**src/rtl/agu_pkg.sv**
```systemverilog
package agu_pkg;

  typedef enum logic [1:0] {
    PM_PLAIN   = 2'd0,
    PM_POSTINC = 2'd1,
    PM_PREDEC  = 2'd2,
    PM_DISP    = 2'd3
  } pmode_e;

  typedef enum logic [2:0] {
    OP_NONE = 3'd0,
    OP_PTR  = 3'd1,
    OP_PUSH = 3'd2,
    OP_POP  = 3'd3,
    OP_PMEM = 3'd4
  } op_e;

  localparam logic [1:0] SEL_X = 2'd0;
  localparam logic [1:0] SEL_Y = 2'd1;
  localparam logic [1:0] SEL_Z = 2'd2;

endpackage

```
**src/rtl/agu_ptr_sel.sv**
```systemverilog
module agu_ptr_sel #(
  parameter int AW = 16
) (
  input  logic [1:0]    sel,
  input  logic [AW-1:0] px,
  input  logic [AW-1:0] py,
  input  logic [AW-1:0] pz,
  output logic [AW-1:0] pval,
  output logic          sel_ok
);
  import agu_pkg::*;

  always_comb begin
    pval   = '0;
    sel_ok = 1'b1;
    case (sel)
      SEL_X:   pval = px;
      SEL_Y:   pval = py;
      SEL_Z:   pval = pz;
      default: sel_ok = 1'b0;
    endcase
  end

endmodule

```
**src/rtl/agu_ptr_calc.sv**
```systemverilog
module agu_ptr_calc #(
  parameter int AW = 16,
  parameter int QW = 6
) (
  input  logic [AW-1:0] pval,
  input  logic [1:0]    mode,
  input  logic [QW-1:0] disp,
  output logic [AW-1:0] addr,
  output logic [AW-1:0] wdata,
  output logic          upd,
  output logic          uses_disp
);
  import agu_pkg::*;

  localparam logic [AW-1:0] ONE = AW'(1);

  function automatic logic [AW-1:0] f_step_up(input logic [AW-1:0] p);
    return p + ONE;
  endfunction

  function automatic logic [AW-1:0] f_step_down(input logic [AW-1:0] p);
    return p - ONE;
  endfunction

  function automatic logic [AW-1:0] f_offset(input logic [AW-1:0] p,
                                             input logic [QW-1:0] q);
    return p + {{(AW-QW){1'b0}}, q};
  endfunction

  pmode_e m;
  assign m = pmode_e'(mode);

  always_comb begin
    addr      = pval;
    wdata     = pval;
    upd       = 1'b0;
    uses_disp = 1'b0;
    case (m)
      PM_PLAIN: ;
      PM_POSTINC: begin
        wdata = f_step_up(pval);
        upd   = 1'b1;
      end
      PM_PREDEC: begin
        wdata = f_step_down(pval);
        addr  = wdata;
        upd   = 1'b1;
      end
      default: begin
        addr      = f_offset(pval, disp);
        uses_disp = 1'b1;
      end
    endcase
  end

endmodule

```
**src/rtl/agu_stack.sv**
```systemverilog
module agu_stack #(
  parameter int              AW      = 16,
  parameter logic [AW-1:0]   SP_INIT = AW'(16'h10FF)
) (
  input  logic          clk,
  input  logic          rst_n,
  input  logic          push_fire,
  input  logic          pop_fire,
  output logic [AW-1:0] sp,
  output logic [AW-1:0] push_addr,
  output logic [AW-1:0] pop_addr
);
  localparam logic [AW-1:0] ONE = AW'(1);

  function automatic logic [AW-1:0] f_sp_up(input logic [AW-1:0] s);
    return s + ONE;
  endfunction

  function automatic logic [AW-1:0] f_sp_down(input logic [AW-1:0] s);
    return s - ONE;
  endfunction

  assign push_addr = sp;
  assign pop_addr  = f_sp_up(sp);

  always_ff @(posedge clk) begin
    if (!rst_n)         sp <= SP_INIT;
    else if (push_fire) sp <= f_sp_down(sp);
    else if (pop_fire)  sp <= f_sp_up(sp);
  end

endmodule

```
**src/rtl/ptr_agu.sv**
```systemverilog
module ptr_agu #(
  parameter int            AW      = 16,
  parameter int            QW      = 6,
  parameter logic [AW-1:0] SP_INIT = AW'(16'h10FF)
) (
  input  logic          clk,
  input  logic          rst_n,
  input  logic [2:0]    op,
  input  logic [1:0]    ptr_sel,
  input  logic [1:0]    mode,
  input  logic [QW-1:0] disp,
  input  logic [AW-1:0] ptr_x,
  input  logic [AW-1:0] ptr_y,
  input  logic [AW-1:0] ptr_z,
  input  logic          mem_ready,
  output logic          acc_valid,
  output logic [AW-1:0] acc_addr,
  output logic          acc_pmem,
  output logic          stall,
  output logic          ptr_we,
  output logic [1:0]    ptr_we_sel,
  output logic [AW-1:0] ptr_wdata,
  output logic [AW-1:0] sp_value
);
  import agu_pkg::*;

  op_e op_k;
  assign op_k = op_e'(op);

  logic is_ptr, is_push, is_pop, is_pmem;
  always_comb begin
    is_ptr  = 1'b0;
    is_push = 1'b0;
    is_pop  = 1'b0;
    is_pmem = 1'b0;
    case (op_k)
      OP_PTR:  is_ptr  = 1'b1;
      OP_PUSH: is_push = 1'b1;
      OP_POP:  is_pop  = 1'b1;
      OP_PMEM: is_pmem = 1'b1;
      default: ;
    endcase
  end

  logic [1:0] eff_sel, eff_mode;
  assign eff_sel  = is_pmem ? SEL_Z : ptr_sel;
  assign eff_mode = is_pmem ? PM_PLAIN : mode;

  logic [AW-1:0] pval;
  logic          sel_ok;
  agu_ptr_sel #(.AW(AW)) u_sel (
    .sel(eff_sel), .px(ptr_x), .py(ptr_y), .pz(ptr_z),
    .pval(pval), .sel_ok(sel_ok)
  );

  logic [AW-1:0] calc_addr, calc_wdata;
  logic          calc_upd, uses_disp;
  agu_ptr_calc #(.AW(AW), .QW(QW)) u_calc (
    .pval(pval), .mode(eff_mode), .disp(disp),
    .addr(calc_addr), .wdata(calc_wdata),
    .upd(calc_upd), .uses_disp(uses_disp)
  );

  // named internal events
  logic x_disp_reject, ptr_legal, fire, push_fire, pop_fire;
  assign x_disp_reject = (eff_sel == SEL_X) && uses_disp;
  assign ptr_legal     = is_ptr && sel_ok && !x_disp_reject;
  assign acc_valid     = ptr_legal || is_push || is_pop || is_pmem;
  assign fire          = acc_valid && mem_ready;
  assign push_fire     = fire && is_push;
  assign pop_fire      = fire && is_pop;

  logic [AW-1:0] push_addr, pop_addr;
  agu_stack #(.AW(AW), .SP_INIT(SP_INIT)) u_stack (
    .clk(clk), .rst_n(rst_n),
    .push_fire(push_fire), .pop_fire(pop_fire),
    .sp(sp_value), .push_addr(push_addr), .pop_addr(pop_addr)
  );

  always_comb begin
    acc_addr = '0;
    if (is_push)        acc_addr = push_addr;
    else if (is_pop)    acc_addr = pop_addr;
    else if (acc_valid) acc_addr = calc_addr;
  end

  assign acc_pmem   = is_pmem;
  assign stall      = acc_valid && !mem_ready;
  assign ptr_we     = fire && ptr_legal && calc_upd;
  assign ptr_we_sel = ptr_sel;
  assign ptr_wdata  = calc_wdata;

endmodule

```
**config.mk**
```make
export PLATFORM = sky130hd
export DESIGN_NAME = ptr_agu
export DESIGN_NICKNAME = d
export VERILOG_FILES = /design/src/rtl/agu_pkg.sv /design/src/rtl/agu_ptr_sel.sv /design/src/rtl/agu_ptr_calc.sv /design/src/rtl/agu_stack.sv /design/src/rtl/ptr_agu.sv
export SDC_FILE = /design/constraint.sdc
export NUM_CORES = 1
export LEC_CHECK = 0
export CORE_MARGIN = 3
export CORE_UTILIZATION = 60
export CTS_CLUSTER_SIZE = 20
export DETAILED_ROUTE_END_ITERATION = 10
export DONT_BUFFER_PORTS = 1
export PLACE_DENSITY = 0.76
export SLEW_MARGIN = 20
export SYNTH_ARGS = -nofsm -noshare
export SYNTH_HDL_FRONTEND = slang
export SYNTH_HIERARCHICAL = 1
export SYNTH_SLANG_ARGS = --single-unit
```
**constraint.sdc**
```tcl
create_clock -name clk -period 4.34 [get_ports clk]
set_input_delay 0.434 -clock clk [delete_from_list [all_inputs] [get_ports clk]]
set_output_delay 0.434 -clock clk [all_outputs]
set_load 0.05 [all_outputs]
```
==> summary.txt <==
Outcome
  • Outcome: finished, final reports clean

STA
  • Setup violators final: 0
  • Final Skew: 3.21 ps
  • Final Hold Fails: 0
  • Fin crit share: 95.5%
  • Post-route setup slack: 196 ps
  • Relative slew margins: 37.9%
  • Final worst path period need: 4140 ps
  • RSZ-0062 raised after global routing: false
  • FMAX: between 0.2 and 0.25 GHz
  • Slew @ Worst Pin: 931 ps
  • Final slew viol count: 0

Setup path
  • Arrival @ worst endpoint: 3710 ps
  • Reg2reg path depth: 5
  • CP Launch Type: primary input
  • Setup Crit Path Kind: in2out
  • Worst path required time: ~3900 ps
  • Crit-path max FO: 22
  • Crit. End Element: output pin

Floorplanning
  • Die Y: 89.8 µm
  • Initial Utilization: 64.1%
  • Row cnt: 29
  • Die Wd: 89.8 µm
  • Full die area: between 0.008 and 0.009 mm²
  • Core Footprint: between 0.006 and 0.007 mm²
  • Num ports: 118

Final layout
  • # nets final: 682
  • Fillers: 557
  • Sequential Area: 320 µm²
  • Area of the multi-input gates: 0.00355 mm²
  • Layout area overhead: 11.3%
  • Max FFs per register: 16
  • Ratio of cells with drive above 1 in the final layout: 20.3%
  • Antenna fix cells: 0
  • Commonest non-fill, non-tap cell in the layout: nand2_1
  • Final Instance Area: 0.00469 mm²
  • Most frequent cells in the layout: 70 x nand2_1, 55 x buf_4, 50 x a21oi_1
  • Final core utilization: 71.4%

Placed design
  • DP Worst Slack: -85.6 ps
  • DP Wirelength: 10100 µm
  • GPL Wtd Cong: 0.989
  • Placed cell area: 0.00455 mm²
  • Port Buf Inserts: 0

Power
  • Leakage Power: 1.77 nW
  • Power density cells: 215 mW/mm²
  • Max VDD drop: 0.180 mV
  • Final Total Pwr: between 1 and 1.5 mW

Clock network
  • Clock Root Buffer: clkbuf_8
  • H-tree depth: 1
  • Clock Latency Late Sink: 250 ps
  • # clock sinks: 16
  • Max Root-Sink Buffers: 2
  • Hold bufs inserted after CTS: 0
  • CTS tree: done
  • TritonCTS Buffers: 3
  • Clock slew at reported path FFs: approximately 70 ps

Route
  • Starting DRT DRC Count: 459
  • WL per Instance: ~19 µm
  • DR pass1 iterations: 5
  • Routed vias/inst: 6.75
  • Wire length on met1: 5780 µm
  • DRC Markers: 0
  • Via count: 4692
  • Top Layer Used: met4
  • WL met3: 1180 µm
  • Met2 WL: roughly 6100 µm
  • Routed Wire Length: 13300 µm
  • Antenna Nets Post-Route: 0

Logic synthesis
  • Warnings, synthesis: 6
  • Syn Inst Count: 607
  • Avg Cell Area, Syn: 6.94 µm²
  • Post-synth EDFFs: 0
  • Number of synthesized register bits: 16
  • Syn nets: 686
  • Primary FF master, synth: dfxtp_1
  • Distinct cells, synth: 81
  • Register area share after synthesis: 7.60%
  • Async SR Flop Fraction: 0%
  • Syn Std Cell Area: 0.00421 mm²

Min path
  • WHS Path Cells: 1
  • Worst Hold Class: in2reg

GRT
  • First-pass GRT wire length: 21600 µm
  • GRT overflow: 0
  • Number of global-route vias before repair: 4347
  • Initial antenna violation count: 0
  • Overall Global Routing Usage: 30.7%
  • Largest net degree at the start of global routing: 34

Run
  • Maxcap violations: 0
-- final timing paths --
check                           to             startpoint  slack (ps)
max                   acc_addr[15]                  op[1]         200
min           u_stack/push_addr[4]                  rst_n         240
max reg2reg  u_stack/push_addr[12]   u_stack/push_addr[1]        1770
min reg2reg  u_stack/push_addr[15]  u_stack/push_addr[15]         770
-- area by class of cell --
type | count | area share, %
Inverter | 16 | 1.28
Tap cell | 93 | 2.48
Timing Repair Buffer | 64 | 12.5
Clock buffer | 4 | 1.17
Sequential cell | 16 | 6.83
Multi-Input combinational cell | 502 | 75.7
-- critical path: stages --
cell and delay [ps]:
nor2_1 30, nand2_1 110, buf_8 240, nand2b_1 180, nor2b_4 190, buf_4 180
o2bb2ai_1 180, nor4_4 380, nand3_2 160, or4b_4 570, mux2_4 320, a22oi_2 140
a21oi_1 80, a311oi_4 330, buf_12 180
-- per-stage QoR --
stage / TNS, ps / std cells / hold WS (ps)
CTS: 0 / 692 / 241
floorplan: -93.6 / 607 / 484
global placement: 0 / 688 / 501
finish: 0 / 695 / 244
global route: 0 / 695 / 241
detailed placement: -169 / 688 / 502
-- power breakdown --
| part | switching (mW) | internal, mW |
|---|---|---|
| Combinational | 0.449 | 0.254 |
| Clock | 0.0526 | 0.0805 |
| Sequential | 0.0238 | 0.150 |
-- what timing repair did --
| action | in CTS | in global routing |
|---|---|---|
| gates cloned | 0 | 1 |
| gates resized for setup | 1 | 12 |
| setup endpoints to repair | 5 | 13 |
| setup buffers | 0 | 2 |
| pin swaps | 0 | 0 |
-- Yosys cell counts (all sizes together), types with 5 or more instances --
master | instances | area share [%]
a311oi | 20 | 5.6
nand3 | 19 | 2.4
a41oi | 5 | 1.0
and2 | 6 | 0.89
nor4 | 12 | 2.6
a31oi | 7 | 1.0
xor2 | 11 | 2.3
o31ai | 5 | 0.89
o21a | 5 | 0.89
nor2 | 44 | 3.9
nand2 | 70 | 6.2
xnor2 | 17 | 3.5
o2bb2ai | 16 | 3.3
or3 | 6 | 0.89
clkbuf | 35 | 3.1
inv | 14 | 1.2
dfxtp | 16 | 7.6
buf | 39 | 7.6
o21ai | 28 | 3.3
ha | 14 | 4.2
o22ai | 5 | 0.74
nand4 | 9 | 1.3
mux2i | 23 | 5.5
nor3 | 25 | 3.6
a21oi | 50 | 5.9
and3 | 7 | 1.0
nand2b | 31 | 4.6
-- cell families after synthesis --
logic type,Yosys count,synth area share (%)
AOI/OAI and AO/OA,178,30.6
buffers and inverters,90,12.1
and+or+nand+nor,253,32.6
DFF,16,7.60
xor gates and xnor gates,28,5.82
muxes,27,6.71
adders and majority gates,15,4.63
-- routing by layer --
| metal | up-vias | GRT usage [%] |
|---|---|---|
| met4 | 0 | 7.02 |
| met1 | 2187 | 43.5 |
| met2 | 258 | 48.4 |
| met5 | - | 0 |
| met3 | 28 | 5.51 |
| li1 | 2219 | - |
Note: power is estimated with default switching activity, not from simulation.
